## src/rtl/gpio_pkg.sv

```systemverilog
`timescale 1ns/1ps
package gpio_pkg;
   localparam int SEL_W = 3;

   typedef enum logic [SEL_W-1:0] {
      REG_IN  = 3'd0,
      REG_OUT = 3'd1,
      REG_POL = 3'd2,
      REG_DIR = 3'd3,
      REG_MSK = 3'd4
   } gpio_reg_e;
endpackage

```

## src/rtl/gpio_sync.sv

```systemverilog
`timescale 1ns/1ps
module gpio_sync #(
   parameter int W      = 8,
   parameter int STAGES = 2
) (
   input  logic         clk,
   input  logic         rst_n,
   input  logic [W-1:0] d,
   output logic [W-1:0] q
);
   if (STAGES == 0) begin : g_bypass
      assign q = d;
   end else begin : g_chain
      logic [W-1:0] stage_q [STAGES];

      always_ff @(posedge clk or negedge rst_n) begin
         if (!rst_n) stage_q[0] <= '0;
         else        stage_q[0] <= d;
      end

      for (genvar s = 1; s < STAGES; s++) begin : g_stage
         always_ff @(posedge clk or negedge rst_n) begin
            if (!rst_n) stage_q[s] <= '0;
            else        stage_q[s] <= stage_q[s-1];
         end
      end

      assign q = stage_q[STAGES-1];
   end
endmodule

```

## src/rtl/gpio_wr_stage.sv

```systemverilog
`timescale 1ns/1ps
module gpio_wr_stage
   import gpio_pkg::*;
#(
   parameter int NUM_BANKS = 5,
   parameter int BANK_W    = 8,
   parameter int BIDX_W    = 3
) (
   input  logic                 clk,
   input  logic                 rst_n,
   input  logic                 wr_en,
   input  logic [BIDX_W-1:0]    wr_bank,
   input  gpio_reg_e            wr_sel,
   input  logic [BANK_W-1:0]    wr_data,
   input  logic                 ack,
   output logic [NUM_BANKS-1:0] commit_en,
   output gpio_reg_e            commit_sel,
   output logic [BANK_W-1:0]    commit_data
);
   logic              pend_v;
   logic [BIDX_W-1:0] pend_bank;
   gpio_reg_e         pend_sel;
   logic [BANK_W-1:0] pend_data;

   always_ff @(posedge clk or negedge rst_n) begin
      if (!rst_n) begin
         pend_v    <= 1'b0;
         pend_bank <= '0;
         pend_sel  <= REG_IN;
         pend_data <= '0;
      end else if (wr_en) begin
         pend_v    <= 1'b1;
         pend_bank <= wr_bank;
         pend_sel  <= wr_sel;
         pend_data <= wr_data;
      end else if (ack) begin
         pend_v    <= 1'b0;
      end
   end

   for (genvar g = 0; g < NUM_BANKS; g++) begin : g_dec
      assign commit_en[g] = ack && pend_v && (pend_bank == BIDX_W'(g));
   end

   assign commit_sel  = pend_sel;
   assign commit_data = pend_data;
endmodule

```

## src/rtl/gpio_bank.sv

```systemverilog
`timescale 1ns/1ps
module gpio_bank
   import gpio_pkg::*;
#(
   parameter int BANK_W = 8
) (
   input  logic              clk,
   input  logic              rst_n,
   input  logic              commit,
   input  gpio_reg_e         sel,
   input  logic [BANK_W-1:0] data,
   input  logic [BANK_W-1:0] in_sample,
   output logic [BANK_W-1:0] out_q,
   output logic [BANK_W-1:0] dir_q,
   output logic [BANK_W-1:0] pol_q,
   output logic [BANK_W-1:0] msk_q,
   output logic [BANK_W-1:0] in_q
);
   always_ff @(posedge clk or negedge rst_n) begin
      if (!rst_n) begin
         out_q <= '0;
         dir_q <= '1;
         pol_q <= '0;
         msk_q <= '0;
         in_q  <= '0;
      end else begin
         in_q <= in_sample;
         if (commit) begin
            case (sel)
               REG_OUT: out_q <= data;
               REG_POL: pol_q <= data;
               REG_DIR: dir_q <= data;
               REG_MSK: msk_q <= data;
               default: ;
            endcase
         end
      end
   end
endmodule

```

## src/rtl/gpio_bank_regs.sv

```systemverilog
`timescale 1ns/1ps
module gpio_bank_regs
   import gpio_pkg::*;
#(
   parameter  int NUM_BANKS   = 5,
   parameter  int BANK_W      = 8,
   parameter  int SYNC_STAGES = 2,
   localparam int NPINS       = NUM_BANKS * BANK_W,
   localparam int BIDX_W      = $clog2(NUM_BANKS + 1)
) (
   input  logic              clk,
   input  logic              rst_n,
   input  logic              wr_en,
   input  logic              rd_en,
   input  logic [BIDX_W-1:0] bank_idx,
   input  logic [2:0]        reg_sel,
   input  logic [BANK_W-1:0] wr_data,
   input  logic              ack,
   input  logic              oe_n,
   input  logic [NPINS-1:0]  pin_in,
   output logic [NPINS-1:0]  pin_out,
   output logic [NPINS-1:0]  pin_oe,
   output logic [BANK_W-1:0] rd_data
);
   if (NUM_BANKS < 1) begin : g_bad_banks
      $error("gpio_bank_regs: NUM_BANKS must be at least 1");
   end
   if (BANK_W < 1) begin : g_bad_width
      $error("gpio_bank_regs: BANK_W must be at least 1");
   end
   if (SYNC_STAGES < 0) begin : g_bad_sync
      $error("gpio_bank_regs: SYNC_STAGES must not be negative");
   end

   gpio_reg_e              sel_e;
   logic [NPINS-1:0]       pin_sync;
   logic [NUM_BANKS-1:0]   commit_en;
   gpio_reg_e              commit_sel;
   logic [BANK_W-1:0]      commit_data;
   logic [BANK_W-1:0]      out_a [NUM_BANKS];
   logic [BANK_W-1:0]      dir_a [NUM_BANKS];
   logic [BANK_W-1:0]      pol_a [NUM_BANKS];
   logic [BANK_W-1:0]      msk_a [NUM_BANKS];
   logic [BANK_W-1:0]      in_a  [NUM_BANKS];
   logic [BANK_W-1:0]      rd_val;

   assign sel_e = gpio_reg_e'(reg_sel);

   gpio_sync #(.W(NPINS), .STAGES(SYNC_STAGES)) u_sync (
      .clk   (clk),
      .rst_n (rst_n),
      .d     (pin_in),
      .q     (pin_sync)
   );

   gpio_wr_stage #(
      .NUM_BANKS (NUM_BANKS),
      .BANK_W    (BANK_W),
      .BIDX_W    (BIDX_W)
   ) u_wr (
      .clk         (clk),
      .rst_n       (rst_n),
      .wr_en       (wr_en),
      .wr_bank     (bank_idx),
      .wr_sel      (sel_e),
      .wr_data     (wr_data),
      .ack         (ack),
      .commit_en   (commit_en),
      .commit_sel  (commit_sel),
      .commit_data (commit_data)
   );

   for (genvar g = 0; g < NUM_BANKS; g++) begin : g_bank
      gpio_bank #(.BANK_W(BANK_W)) u_bank (
         .clk       (clk),
         .rst_n     (rst_n),
         .commit    (commit_en[g]),
         .sel       (commit_sel),
         .data      (commit_data),
         .in_sample (pin_sync[g*BANK_W +: BANK_W]),
         .out_q     (out_a[g]),
         .dir_q     (dir_a[g]),
         .pol_q     (pol_a[g]),
         .msk_q     (msk_a[g]),
         .in_q      (in_a[g])
      );

      assign pin_out[g*BANK_W +: BANK_W] = out_a[g];
      assign pin_oe [g*BANK_W +: BANK_W] = ~dir_a[g] & {BANK_W{~oe_n}};
   end

   always_comb begin
      rd_val = '0;
      for (int b = 0; b < NUM_BANKS; b++) begin
         if (bank_idx == BIDX_W'(b)) begin
            case (sel_e)
               REG_IN:  rd_val = in_a[b] ^ pol_a[b];
               REG_OUT: rd_val = out_a[b];
               REG_POL: rd_val = pol_a[b];
               REG_DIR: rd_val = dir_a[b];
               REG_MSK: rd_val = msk_a[b];
               default: rd_val = '0;
            endcase
         end
      end
   end

   always_ff @(posedge clk or negedge rst_n) begin
      if (!rst_n)     rd_data <= '0;
      else if (rd_en) rd_data <= rd_val;
      else            rd_data <= '0;
   end
endmodule

```

## config.mk

```make
export PLATFORM = sky130hd
export DESIGN_NAME = gpio_bank_regs
export DESIGN_NICKNAME = d
export VERILOG_FILES = /design/src/rtl/gpio_pkg.sv /design/src/rtl/gpio_sync.sv /design/src/rtl/gpio_wr_stage.sv /design/src/rtl/gpio_bank.sv /design/src/rtl/gpio_bank_regs.sv
export SDC_FILE = /design/constraint.sdc
export NUM_CORES = 1
export LEC_CHECK = 0
export ABC_AREA = 1
export ABC_CLOCK_PERIOD_IN_PS = 1950
export BUFFER_PORTS_ARGS = -buffer_cell sky130_fd_sc_hd__buf_2
export CORE_ASPECT_RATIO = 1.4
export CORE_UTILIZATION = 40
export CTS_CLUSTER_DIAMETER = 100
export DETAILED_ROUTE_END_ITERATION = 7
export PLACE_DENSITY_LB_ADDON = 0.1
export SYNTH_ARGS = -nofsm -noshare
export SYNTH_HDL_FRONTEND = slang
export SYNTH_SLANG_ARGS = --single-unit
export TNS_END_PERCENT = 5
```

## constraint.sdc

```tcl
create_clock -name clk -period 1.95 [get_ports clk]
set_clock_uncertainty 0.15 [all_clocks]
set_input_delay 0.4875 -clock clk [delete_from_list [all_inputs] [get_ports clk]]
set_output_delay 0.4875 -clock clk [all_outputs]
set_load 0.005 [all_outputs]
```

* Word-level counts from Yosys, hierarchy flattened
Cells that the tools add are included.
** Word-level totals
- Input bits :: 60
- Flip-flop bits (word level) :: 303
- Output and inout bits :: 88
- Word-level logic and storage cells :: 107
** Operators by class
- Mux-type cells :: 13
- Equal/unequal tests :: 16
- Bitwise operators :: 16
- Reductions and logical operators :: 30
** Operator list (number)
- one-hot mux 8 bit (5 select lines) :: 5
- 2-to-1 mux 8 bit :: 6
- bitwise AND 8 bit :: 5
- inverter 8 bit :: 5
- AND reduction 2 bit :: 20
- bitwise XOR 8 bit :: 5
- == test 3 x 2 -> 1 bit, second input constant :: 8
- == test 3 x 1 -> 1 bit, second input constant :: 4
- == test 3 bit, second input constant :: 4
- logical NOT 3 bit :: 3
- logical AND 1 bit :: 6
- 2-to-1 mux 1 bit :: 2
- nonzero test 2 bit :: 1
- inverter 1 bit :: 1

* Longest topological paths before layout
Gate-level depths: netlist (run 1).
- Depth after elaboration :: 8
- Gate-level depth with buffers :: 13
- Depth with buffers taken out :: 11

* Cells and area by module
Synthesis (run 1) repeated with hierarchy kept, for this count alone.
** Second synthesis, totals
- Cells, all modules :: 1459
- Area total of the unflattened synthesis :: 13150.1 µm²
** By module, submodules not included
- gpio_bank :: cells an instance 153, instances 5, area each 1525.2 µm², seq. area each 1011.0 µm²
- gpio_bank_regs :: cells an instance 499, instances 1, area each 2575.0 µm², seq. area each 200.2 µm²
- gpio_sync :: cells an instance 120, instances 1, area each 2302.2 µm², seq. area each 2001.9 µm²
- gpio_wr_stage :: cells an instance 75, instances 1, area each 646.9 µm², seq. area each 375.4 µm²

* Least setup slack after synthesis (run 1)
OpenSTA, ideal clock, no wires.
- Path kind :: input to register
- Start :: input reg_sel[2]
- End :: register rd_data[7]
- Path slack :: 0.267 ns
- Cell stages on the path :: 13
- Path buffers :: 2
- Required time :: 1.722 ns
- Setup time :: 0.078 ns
- Data arrival time :: 1.455 ns
- Cell sequence :: buf_6 nor2_8 nand2_4 inv_6 buf_12 nand2_1 nand2_1 inv_1 nand3_2 nand2_1 inv_1 nand2_1 a21oi_1
** On the way
- Longest elaborated chain between the ends :: 8
- Elaborated cells between the ends (all ways) :: 16
- Classes of those cells :: 4 x eq/ne; 11 x mux; 1 x reduce/logical
** RTL lines
- start: declaration :: line gpio_bank_regs.sv:16 : input logic [2:0] reg_sel,
- == test 3 bit (tied with other cells) :: line gpio_bank_regs.sv:96 : case (sel_e)
- one-hot mux 8 bit (5 select lines) :: line gpio_bank_regs.sv:96
- 2-to-1 mux 8 bit (4 in a row) :: line gpio_bank_regs.sv:95 : if (bank_idx == BIDX_W'(b)) begin
- 2-to-1 mux 8 bit (*) :: line gpio_bank_regs.sv:95
- 2-to-1 mux 8 bit (*) :: line gpio_bank_regs.sv:110 : else if (rd_en) rd_data <= rd_val;
- end signal: assignment :: line gpio_bank_regs.sv:110
- end: declaration :: line gpio_bank_regs.sv:23 : output logic [BANK_W-1:0] rd_data
Mark *: on every way between the ends. The rest lies on a longest branch, timed or not.
A chain may end at the register's enable or synchronous reset.

* Worst setup path in the final report (run 1)
- Start :: register g_bank[3].u_bank.dir_q[6]
- End :: output pin_oe[30]
** On the way
- Longest elaborated chain between the ends :: 2
** RTL lines
- start: declaration :: line gpio_bank.sv:14 : output logic [BANK_W-1:0] dir_q,
- start signal: assignment :: line gpio_bank.sv:32 : REG_DIR: dir_q <= data;
- inverter 8 bit :: line gpio_bank_regs.sv:89 : assign pin_oe [g*BANK_W +: BANK_W] = ~dir_a[g] & {BANK_W{~oe_n}};
- bitwise AND 8 bit :: line gpio_bank_regs.sv:89
- end: declaration :: line gpio_bank_regs.sv:22 : output logic [NPINS-1:0] pin_oe,
No other way between the ends.

==> results of run 1 <==
-- power breakdown --
group,switching (mW),internal [mW],total (mW)
Sequential,0.560,7.07,7.63
Clock,2.55,3.52,6.07
Combinational,1.19,0.871,2.06
Total,4.29,11.5,15.8
-- Yosys cell counts, types with 4 or more instances --
cell	instances	area (um^2)
nand4_1	34	213
buf_6	23	259
nor3_1	6	30.0
nor2_1	104	390
nand3_2	4	40.0
o21ai_1	10	50.1
dfrtp_1	263	6580
xnor2_1	8	70.1
buf_2	8	40.0
xor2_1	23	201
a21oi_1	17	85.1
dfstp_2	40	1050
nand3b_1	5	37.5
buf_4	6	45.0
nand3_1	44	220
nor3_2	5	50.1
o2111ai_1	4	35.0
inv_2	4	15.0
o21ai_0	180	901
clkbuf_1	29	109
nand2_1	406	1520
inv_1	83	312
-- critical path: stages, from the launching register on --
cell and delay, ns:
dfstp_2 0.59, nor2_1 0.05, buf_2 0.12
-- final cells by class --
type,count,area [um^2],share of cell area (%)
sequential,303,7630,48.4
multi-input combinational,867,4050,25.7
tap,390,488,3.10
inverter,89,347,2.20
clock buffer,42,867,5.50
timing repair buffer,292,2190,13.9
clock inverter,16,175,1.11
-- flip-flops by register name (all words and copies together), names as in the netlist --
name	flops
u_sync.q	40
g_bank.u_bank.in_q	40
u_wr.commit_data	8
u_wr.pend_bank	3
rd_data	8
u_sync.g_chain.stage_q	40
g_bank.u_bank.pol_q	40
g_bank.u_bank.msk_q	40
g_bank.u_bank.out_q	40
u_wr.pend_v	1
g_bank.u_bank.dir_q	40
u_wr.commit_sel	3
-- cells by family after synthesis --
kind of cell              synth area share [%]
xor gates and xnor gates                  2.17
buffers and inverters                     6.59
DFF                                       61.1
and+or+nand+nor                           21.3
AOI/OAI and AO/OA                         8.93
-- what timing repair did --
item / 4_1_cts / 5_1_grt
buffers inserted: 1 / 3
hold buffers: 49 / 0
resized for setup: 0 / 3
hold endpoints to repair: 80 / 0
gates cloned: 0 / 0
pin swaps: 18 / 6
endpoints found under the setup margin: 32 / 44
-- routing by layer --
| metal | routed length [um] | part of all wire (%) | vias to the layer above |
|---|---|---|---|
| li1 | - | - | 4758 |
| met2 | 18000 | 48 | 270 |
| met5 | 0 | 0 | - |
| met4 | 1250 | 3.4 | 0 |
| met3 | 1630 | 4.4 | 70 |
| met1 | 16400 | 44 | 4760 |
-- final timing paths --
check	start	end	slack [ns]	cells after the start
setup / recovery	g_bank[3].u_bank.dir_q[6]$_DFFE_PN1P_	pin_oe[30]	-0.02	2
hold / removal	ack	u_wr.pend_v$_DFFE_PN0P_	0.04	2
setup reg to reg	u_wr.pend_bank[2]$_DFFE_PN0P_	g_bank[1].u_bank.pol_q[6]$_DFFE_PN0P_	0.25	8
hold reg to reg	u_sync.q[12]$_DFF_PN0_	g_bank[1].u_bank.in_q[4]$_DFF_PN0_	0.19	0
max in group asynchronous	rst_n	g_bank[4].u_bank.dir_q[5]$_DFFE_PN1P_	0.71	3
min in group asynchronous	rst_n	u_sync.q[7]$_DFF_PN0_	0.25	2
==> results.md, run 1 <==
- The run finished, with violations left.
- The final reports fail on negative setup slack.
- The met3 track demand over resource in global routing is ~2.7%.
- The post-synthesis cell count is 1327.
- Once layout is done, the placed cells without fillers occupy 15800 um^2.
- The HPWL reported at the end of detailed placement is 26000 um.
- At the end of routability-driven placement, the weighted congestion stood at 0.869.
- The count of buffers added on input and output ports is 147.
- The average cell area after synthesis is 9.42 um^2.
- The distinct cell type count of the synthesized netlist is 35.
- Setup violations remaining at the end of the flow were counted as 3.
- The max-slew violation count is 0.
- Entering global routing, the biggest net connects 60 pins.
- For the worst setup path, the data arrival time is 1.33 ns.
- The number of placed cells counting well taps is roughly 1.9k.
- The combined global-route utilization of all metal layers is roughly 24%.
- The count of vias placed by the detailed router is 9858.
- Final hold analysis gives a worst-case slack of between 0.04 and 0.05 ns.
- In this run the standard cell core region covers 30700 um^2.
- In this run, synthesis inferred 0 flip-flops with an integrated enable.
- The die outline area is ~32000 um^2.
- 0 antenna diodes ended up in the layout.
- Setup repair after global routing could not meet its margin everywhere.
- The number of CTS-inserted buffers is 31.
- Of the available clock period, the critical path in the final layout requires 101%.
- IR analysis of the VDD net gives a maximum drop of approximately 850 uV.
- The met2 usage is 39.7%.
- The count of state elements after synthesis is roughly 300.
- The total congestion overflow after global routing is 0.
- Adding up every negative setup slack in the final design gives -0.0298 ns.
- Once detail routing completed, the nets flagged for antenna violations numbered 0.
- The type of the worst setup path is flip-flop to output pin.
- In this run the worst path has a maximum fanout of 3.
- The first global-routing pass estimated 57200 um of wire.
- The clock tree root driver cell is clkbuf_16.
- The clock tree from TritonCTS is built.
- After the last flow step, the layout net total stands at roughly 1.6k.
- The post-layout total power is 15.8 mW.
- Summing the sequential cell areas from Yosys gives 61.1% of the chip area.
- The cell area that synthesis handed to floorplanning was between 10000 and 15000 um^2.
- From synthesis to final layout, the design area changed by 26.0%.
- The clock period minus worst slack is 1.97 ns.
- 148 I/O pins were placed.
- The number of vias per cell is 4.93.
- The count of max-cap constraint violations is 0.
- The met1 global-route usage is 32.7%.
- The net count of the mapped netlist is between 1k and 1.5k.
- In the post-route analysis, the smallest setup slack over all paths is -0.0182 ns.
- CTS saw 303 sinks.
- For the worst-skew pair, the clock arrives at the later sink with an insertion delay of 0.57 ns.
- Clock-pin slew was measured on the worst setup and hold paths at around 0.06 ns.
- The number of antenna violations at the first check in global routing was 0.
- STA classifies the critical path endpoint as an output pin.
- The final design utilization is slightly above 50%.
- The floorplan has 76 rows.
- In this run the deepest clock path goes through 3 buffers.
- The most frequent standard cell in the layout excluding fill and tap cells is nand2_1.
- At the pin with the least slew margin, the transition time is 0.533 ns.
- The path type of the worst min-delay path is input port to flip-flop.
- For this run, asynchronously set or reset flops after synthesis account for 100%.
- The die is 151 um wide.
- The maximum level of the CTS H-tree is 1.
- The most used flip-flop cell after synthesis is dfrtp_1.
- For this run, the number of Yosys warnings is 0.
- In the final layout, the share of cells above drive strength 1 is 22.6%.
- The overall die height is 211 um.
- The count of unresolved DRC violations after routing is 0.
- The number of hold violations in the final report is 0.
- The final cell count without fillers is around 2.0k.
- The achievable clock frequency is 508 MHz.
- The nature of the critical path startpoint is a flip-flop.
- For this block, the initial DRC count from the detailed router was approximately 560.
- The pre-antenna-repair detailed-routing pass consisted of 5 iterations.
- The total routed wirelength is 37300 um.
- The normalized max-slew margin is 64.5%.
- Dividing the detail-routed wire length by the instance count gives 18.6 um.
- Summing all placed instances gives a cell area of 14200 um^2.
- The total leakage power is 7.54 nW.
- met2 is the most crowded layer.
- The number of inserted filler cells in the final layout is 2898.
- The post-placement worst setup slack is -0.273 ns.
- The starting density of the core is 40.7%.
- The via count of the first global-routing pass is a little under 10k.
- The total power density per cell area is 1000 nW/um^2.
- In the layout the commonest cells are nand2_1 (405), dfrtp_1 (263), o21ai_0 (180).
- The required arrival time at the worst endpoint is 1.31 ns.
Note: power is estimated with default switching activity, not from simulation.
==> inputs of run 2 (changes only) <==
- CORE_MARGIN: unset -> 2
==> run 2 against run 1 <==
The flow still finishes with violations (negative setup slack). Count of clock-buffer cells in the layout fell by 4. Via count rose by 0.34%. Utilization rose by 0.15 points. Sequential power barely moved. Final area rose by 0.61%. Flip-flop and latch count did not move.
==> results.md, run 2 (synthesis results as in run 1) <==
- The overall die height is 213 um.
- Leaving out fill and tap cells, the most frequent cell in the layout is nand2_1.
- The die covers 32700 um^2.
- The sort of element at the end of the critical path is an output pin.
- Setup violations remaining at the end of the flow were counted as 2.
- The post-route cell area is 15900 um^2.
- The detailed router's first-iteration violation count is 588.
- The count of port buffers added during placement is between 100 and 150.
- Summed over all nets, the switching power comes to 4.31 mW.
- The count of unresolved DRC violations after routing is 0.
- The type of the worst setup path is flip-flop to output pin.
- The total congestion overflow after global routing is 0.
- The number of CTS-inserted buffers is 31.
- The final reports fail on negative setup slack.
- The data arrival time of the worst path is 1.32 ns.
- The flow ran to the end, but the final reports show violations.
- The clock net sink count is 303.
- Global routing used between 20% and 30% of the available tracks across all layers.
- The max-slew violation count is 0.
- The clock passes through at most 3 buffers.
- The share of total power dissipated in the clock network is 39.2%.
- Dividing the detail-routed wire length by the instance count gives roughly 19 um.
- The required arrival time at the worst endpoint is 1.31 ns.
- The internal power contribution is 11.7 mW.
- Of the total power, registers draw approximately 48%.
- The first detailed-routing pass ran for 6 iterations.
- The share of the cycle needed by the critical path after routing is 101%.
- For this block, the via count after detailed routing is 9892.
- Setup repair after global routing could not meet its margin everywhere.
- The number of hold violations in the final report is 0.
- The post-place instance area is 14200 um^2.
- The total routed wirelength is 37500 um.
- The I/O pin count is 148.
- The clock input transition at the sequential cells of the worst setup and hold paths is 0.06 ns.
- The first global-routing pass estimated slightly below 60000 um of wire.
- Timing would allow up to 510 MHz.
- TritonCTS built the clock tree.
- The region available for standard cell placement spans 30800 um^2.
- CTS built an H-tree with a depth of 1.
- The detail route stage leaves a number of antenna-violating nets equal to 0.
- The number of antenna violations at the first check in global routing was 0.
- The clock tree root driver cell is clkbuf_16.
- The final worst setup slack is -0.0119 ns.
- STA classifies the critical path startpoint as a flip-flop.
- The weighted congestion at the end of routability-driven global placement is 0.885.
- For this design the static power due to leakage is between 7 and 8 nW.
- The post-placement worst setup slack is -0.300 ns.
- The total power density per cell area is 1010 nW/um^2.
- The clock latency on the worst-skew pair is approximately 0.57 ns.
- The number of antenna diodes in the final layout is 0.
- The clock period minus worst slack is 1.96 ns.
- Measured against its own limit, the worst slew margin works out to 63.4%.
- The largest net degree at the start of global routing is between 60 and 70.
- The net count of the finished layout is roughly 1.7k.
- The area growth from synthesis to layout is 26.8%.
- The number of vias per cell is between 4 and 5.
- The switching share of total power is 26.9%.
- Combinational logic is responsible for 13.2% of the overall power.
- The tool flagged a number of max-cap violations equal to 0.
- The floorplan step set the die width to 153 um.
- The floorplan has 76 rows.
- Once the floorplan was initialized, standard cells occupied 40.6% of the core.
- For this run, the share of the core covered by cells in the final layout is 51.5%.
- In the layout the commonest cells are nand2_1 (406), dfrtp_1 (263), o21ai_0 (180).
- The fraction of final layout cells with drive strength greater than 1 is between 20% and 30%.
- The via count of the first global-routing pass came to between 9k and 10k.
- In this run the worst hold path is classified as input port to flip-flop.
- The pin slew with the least headroom to its limit is 0.549 ns.
- Along the worst path, the maximum fanout reaches 2.
- The largest voltage drop on the vdd net is 660 uV.
- Detailed placement ended at an HPWL of about 26000 um.
- The layout has 2945 filler cells.
- Final hold analysis gives a worst-case slack of 0.108 ns.
[run 2: cell type report]
class	count	area, um^2	area share (%)
flip-flops and latches	303	7630	48.1
repair buffers	304	2260	14.3
multi-input cells	867	4050	25.5
clock inverters	20	246	1.55
well taps	390	488	3.08
clock buffers	38	832	5.25
inverters	89	347	2.19
[run 2: worst paths after layout]
check                                                 startpoint                                     to  slack (ns)  cells past startpoint
max                        g_bank[3].u_bank.dir_q[7]$_DFFE_PN1P_                             pin_oe[31]       -0.01                      2
min                                                          ack                u_wr.pend_v$_DFFE_PN0P_        0.11                      3
max reg2reg                        u_wr.pend_bank[2]$_DFFE_PN0P_  g_bank[2].u_bank.pol_q[6]$_DFFE_PN0P_        0.21                      8
min reg2reg                 u_sync.g_chain.stage_q[75]$_DFF_PN0_                 u_sync.q[35]$_DFF_PN0_        0.19                      0
max in group asynchronous                                  rst_n  g_bank[3].u_bank.dir_q[5]$_DFFE_PN1P_        0.71                      3
min in group asynchronous                                  rst_n                  u_sync.q[7]$_DFF_PN0_        0.24                      2
[run 2: power by group through the flow]
stage / combinational, mW / sequential (mW) / clock (mW)
after floorplan: 1.03 / 7.55 / 0
after global placement: 1.96 / 7.73 / 0
after detailed placement: 1.99 / 7.73 / 0
after CTS: 2.10 / 7.62 / 6.42
after global routing: 2.38 / 7.69 / 6.68
final: 2.11 / 7.61 / 6.26
[run 2: metrics by stage]
step	std cells	setup TNS, ns	power [mW]
2_1_floorplan	1327	0	8.58
3_3_place_gp	1892	-1.44	9.69
3_5_place_dp	1892	-1.66	9.72
4_1_cts	2004	-0.532	16.1
5_1_grt	2011	-1.00	16.8
6_report	2011	-0.0126	16.0
[run 2: routing by layer]
layer / vias up / global-route usage [%] / routed length, um
met1: 4768 / 32.0 / 16500
met5: - / 0 / 0
li1: 4784 / - / -
met4: 0 / 6.58 / 825
met2: 296 / 38.5 / 18300
met3: 44 / 2.62 / 1830
[run 2: critical path, stage by stage (launching register included)]
cell and delay, ns:
dfstp_2 0.57, nor2_1 0.05, buf_2 0.13
[run 2: repair_timing]
| action | in CTS | in global routing |
|---|---|---|
| gates resized for setup | 0 | 1 |
| buffers inserted | 5 | 7 |
| endpoints found under the hold margin | 264 | 0 |
| pin swaps | 22 | 4 |
| hold buffers | 49 | 0 |
| setup endpoints to repair | 37 | 39 |
==> inputs of run 3 (changes only) <==
- SETUP_SLACK_MARGIN: unset -> 0.15
==> run 3 against run 2 <==
The flow still finishes with violations (negative setup slack). Fmax down 0.10%. Flip-flop and latch count did not move. Setup slack got worse by 0.0020 ns. Sequential power hardly changed. Critical path type unchanged. Routed wire length hardly changed. Critical path depth is the same. Register-to-register slack improved by 0.04 ns. Utilization about the same. Largest power group unchanged.
==> results.md, run 3 (synthesis results as in run 1) <==
- The run finished, with violations left.
- The checks that failed: negative setup slack.
- From bottom edge to top edge, the die measures 213 um.
- Before antenna repair, the detailed router went through 6 iterations.
- The clock net sink count is 303.
- The clock latency on the worst-skew pair is 0.57 ns.
- Data on the critical path is required at its endpoint by 1.31 ns.
- Counting the buffers created by CTS gives 31.
- Entering global routing, the biggest net connects 66 pins.
- The maximum level of the CTS H-tree is 1.
- The first global-routing pass estimated 57700 um of wire.
- The area growth from synthesis to layout is 26.9%.
- The antenna violation net count after detailed routing is 0.
- Subtracting the final worst setup slack from the clock period gives 1.96 ns.
- The HPWL reported at the end of detailed placement is 25700 um.
- The number of vias per cell is slightly below 5.
- The clock tree from TritonCTS is built.
- At the end of routability-driven placement, the weighted congestion stood at 0.885.
- The achievable clock frequency is 509 MHz.
- The combined global-route utilization of all metal layers is 23.0%.
- The normalized max-slew margin is 62.7%.
- The clock input transition at the sequential cells of the worst setup and hold paths is about 0.060 ns.
- STA classifies the critical path endpoint as an output pin.
- The post-route netlist has 23.3% of its cells at a drive strength greater than 1.
- The via count of the first global-routing pass was a little under 10k.
- In the final design database the tool counted ~1.7k nets.
- The starting density of the core is 40.6%.
- The number of antenna violations at the first check in global routing is 0.
- In this run, the number of DRC markers left after iteration 0 of detailed routing was 604.
- Global routing finished with a remaining overflow of 0.
- For this design the top-level I/O count stands at 148.
- The number of hold violations in the final report is 0.
- Hold timing on the final database bottoms out at a slack of 0.105 ns.
- In the layout the commonest cells are nand2_1 (406), dfrtp_1 (262), o21ai_0 (180).
- The total power density per cell area is between 1000 and 1500 nW/um^2.
- The count of vias placed by the detailed router is 9874.
- In this run the core area contains 76 standard-cell rows.
- The die covers approximately 33000 um^2.
- The root buffer cell chosen for the clock tree is clkbuf_16.
- The type of the worst setup path is flip-flop to output pin.
- The diode insertion count for antenna repair is 0.
- The pin slew with the least headroom to its limit is approximately 0.56 ns.
- The final design utilization is 51.5%.
- Max-cap violations in this run came to 0.
- After detailed routing, the average wire length per cell comes to 18.6 um.
- In the finished design, the share of the clock period the worst path needs comes to 101%.
- Wires add up to approximately 37000 um.
- The floorplan step set the die width to 153 um.
- In this run the worst path has a maximum fanout of 2.
- The path type of the worst min-delay path is input port to flip-flop.
- The total leakage power is 7.59 nW.
- The count of unresolved DRC violations after routing is 0.
- IR analysis of the VDD net gives a maximum drop of 660 uV.
- The library cell used most frequently in the layout, excluding fill and tap cells, is nand2_1.
- The maximum clock path buffer count is 3.
- Setup repair after global routing could not meet its margin everywhere.
- The core region is approximately 30000 um^2.
- The nature of the critical path startpoint is a flip-flop.
- The count of port buffers added during placement is 147.
- The data arrival time of the worst path is approximately 1.3 ns.
- The post-placement worst setup slack is -0.300 ns.
- The max-slew violation count is 0.
- The number of inserted filler cells in the final layout is 2944.
- The count of endpoints failing setup in the final report is 1.
- Once routing completed, OpenROAD measured the worst setup slack at -0.0139 ns.
-- run 3: area by class of cell --
| cell class | count | area (um^2) | area share [%] |
|---|---|---|---|
| well taps | 390 | 488 | 3.08 |
| inverters | 89 | 347 | 2.18 |
| repair buffers | 304 | 2260 | 14.2 |
| multi-input cells | 867 | 4060 | 25.6 |
| clock inverters | 20 | 246 | 1.55 |
| flip-flops and latches | 303 | 7630 | 48.1 |
| clock buffers | 38 | 832 | 5.24 |
-- run 3: worst paths after layout --
kind,start,to,slack (ns),cells past startpoint
max,g_bank[3].u_bank.dir_q[7]$_DFFE_PN1P_,pin_oe[31],-0.01,2
min,ack,u_wr.pend_v$_DFFE_PN0P_,0.11,3
min in group asynchronous,rst_n,u_sync.q[7]$_DFF_PN0_,0.23,2
min reg2reg,u_sync.g_chain.stage_q[75]$_DFF_PN0_,u_sync.q[35]$_DFF_PN0_,0.19,0
max reg2reg,u_wr.pend_bank[2]$_DFFE_PN0P_,g_bank[1].u_bank.out_q[6]$_DFFE_PN0P_,0.25,8
max in group asynchronous,rst_n,g_bank[3].u_bank.dir_q[5]$_DFFE_PN1P_,0.72,3
-- run 3: layer usage --
metal  routed length [um]  vias up  share of wire, %  GRT usage [%]
met5                    0        -                 0              0
met4                  824        0               2.2           6.58
met3                 1730       44               4.6           2.62
met2                18200      282                49           38.5
met1                16700     4761                45           32.0
li1                     -     4787                 -              -
-- run 3: power by group --
group	total, mW	internal [mW]	switching [mW]	leakage (nW)
sequential	7.61	7.07	0.543	3.72
combinational	2.12	0.906	1.21	3.34
clock	6.27	3.71	2.57	0.524
-- run 3: timing repair --
item                                   in CTS  in global routing
pin swaps                                  23                  5
setup endpoints to repair                  45                 79
setup buffers                               5                  7
endpoints found under the hold margin     264                  0
hold buffers                               49                  0
gates cloned                                0                  0
resized for setup                           1                  3
-- run 3: worst max-delay path: stages, from the launching register on --
cell and delay (ns):
dfstp_2 0.57, nor2_1 0.05, buf_2 0.13
-- run 3: metrics by stage --
step	cell area [um^2]	total power, mW	setup TNS, ns	instances
after global routing	15900	16.8	-1.00	2011
after floorplan	12500	8.58	0	1327
after detailed placement	14200	9.72	-1.66	1892
after CTS	15800	16.1	-0.532	2004
final	15900	16.0	-0.0139	2011
after global placement	14200	9.69	-1.44	1892
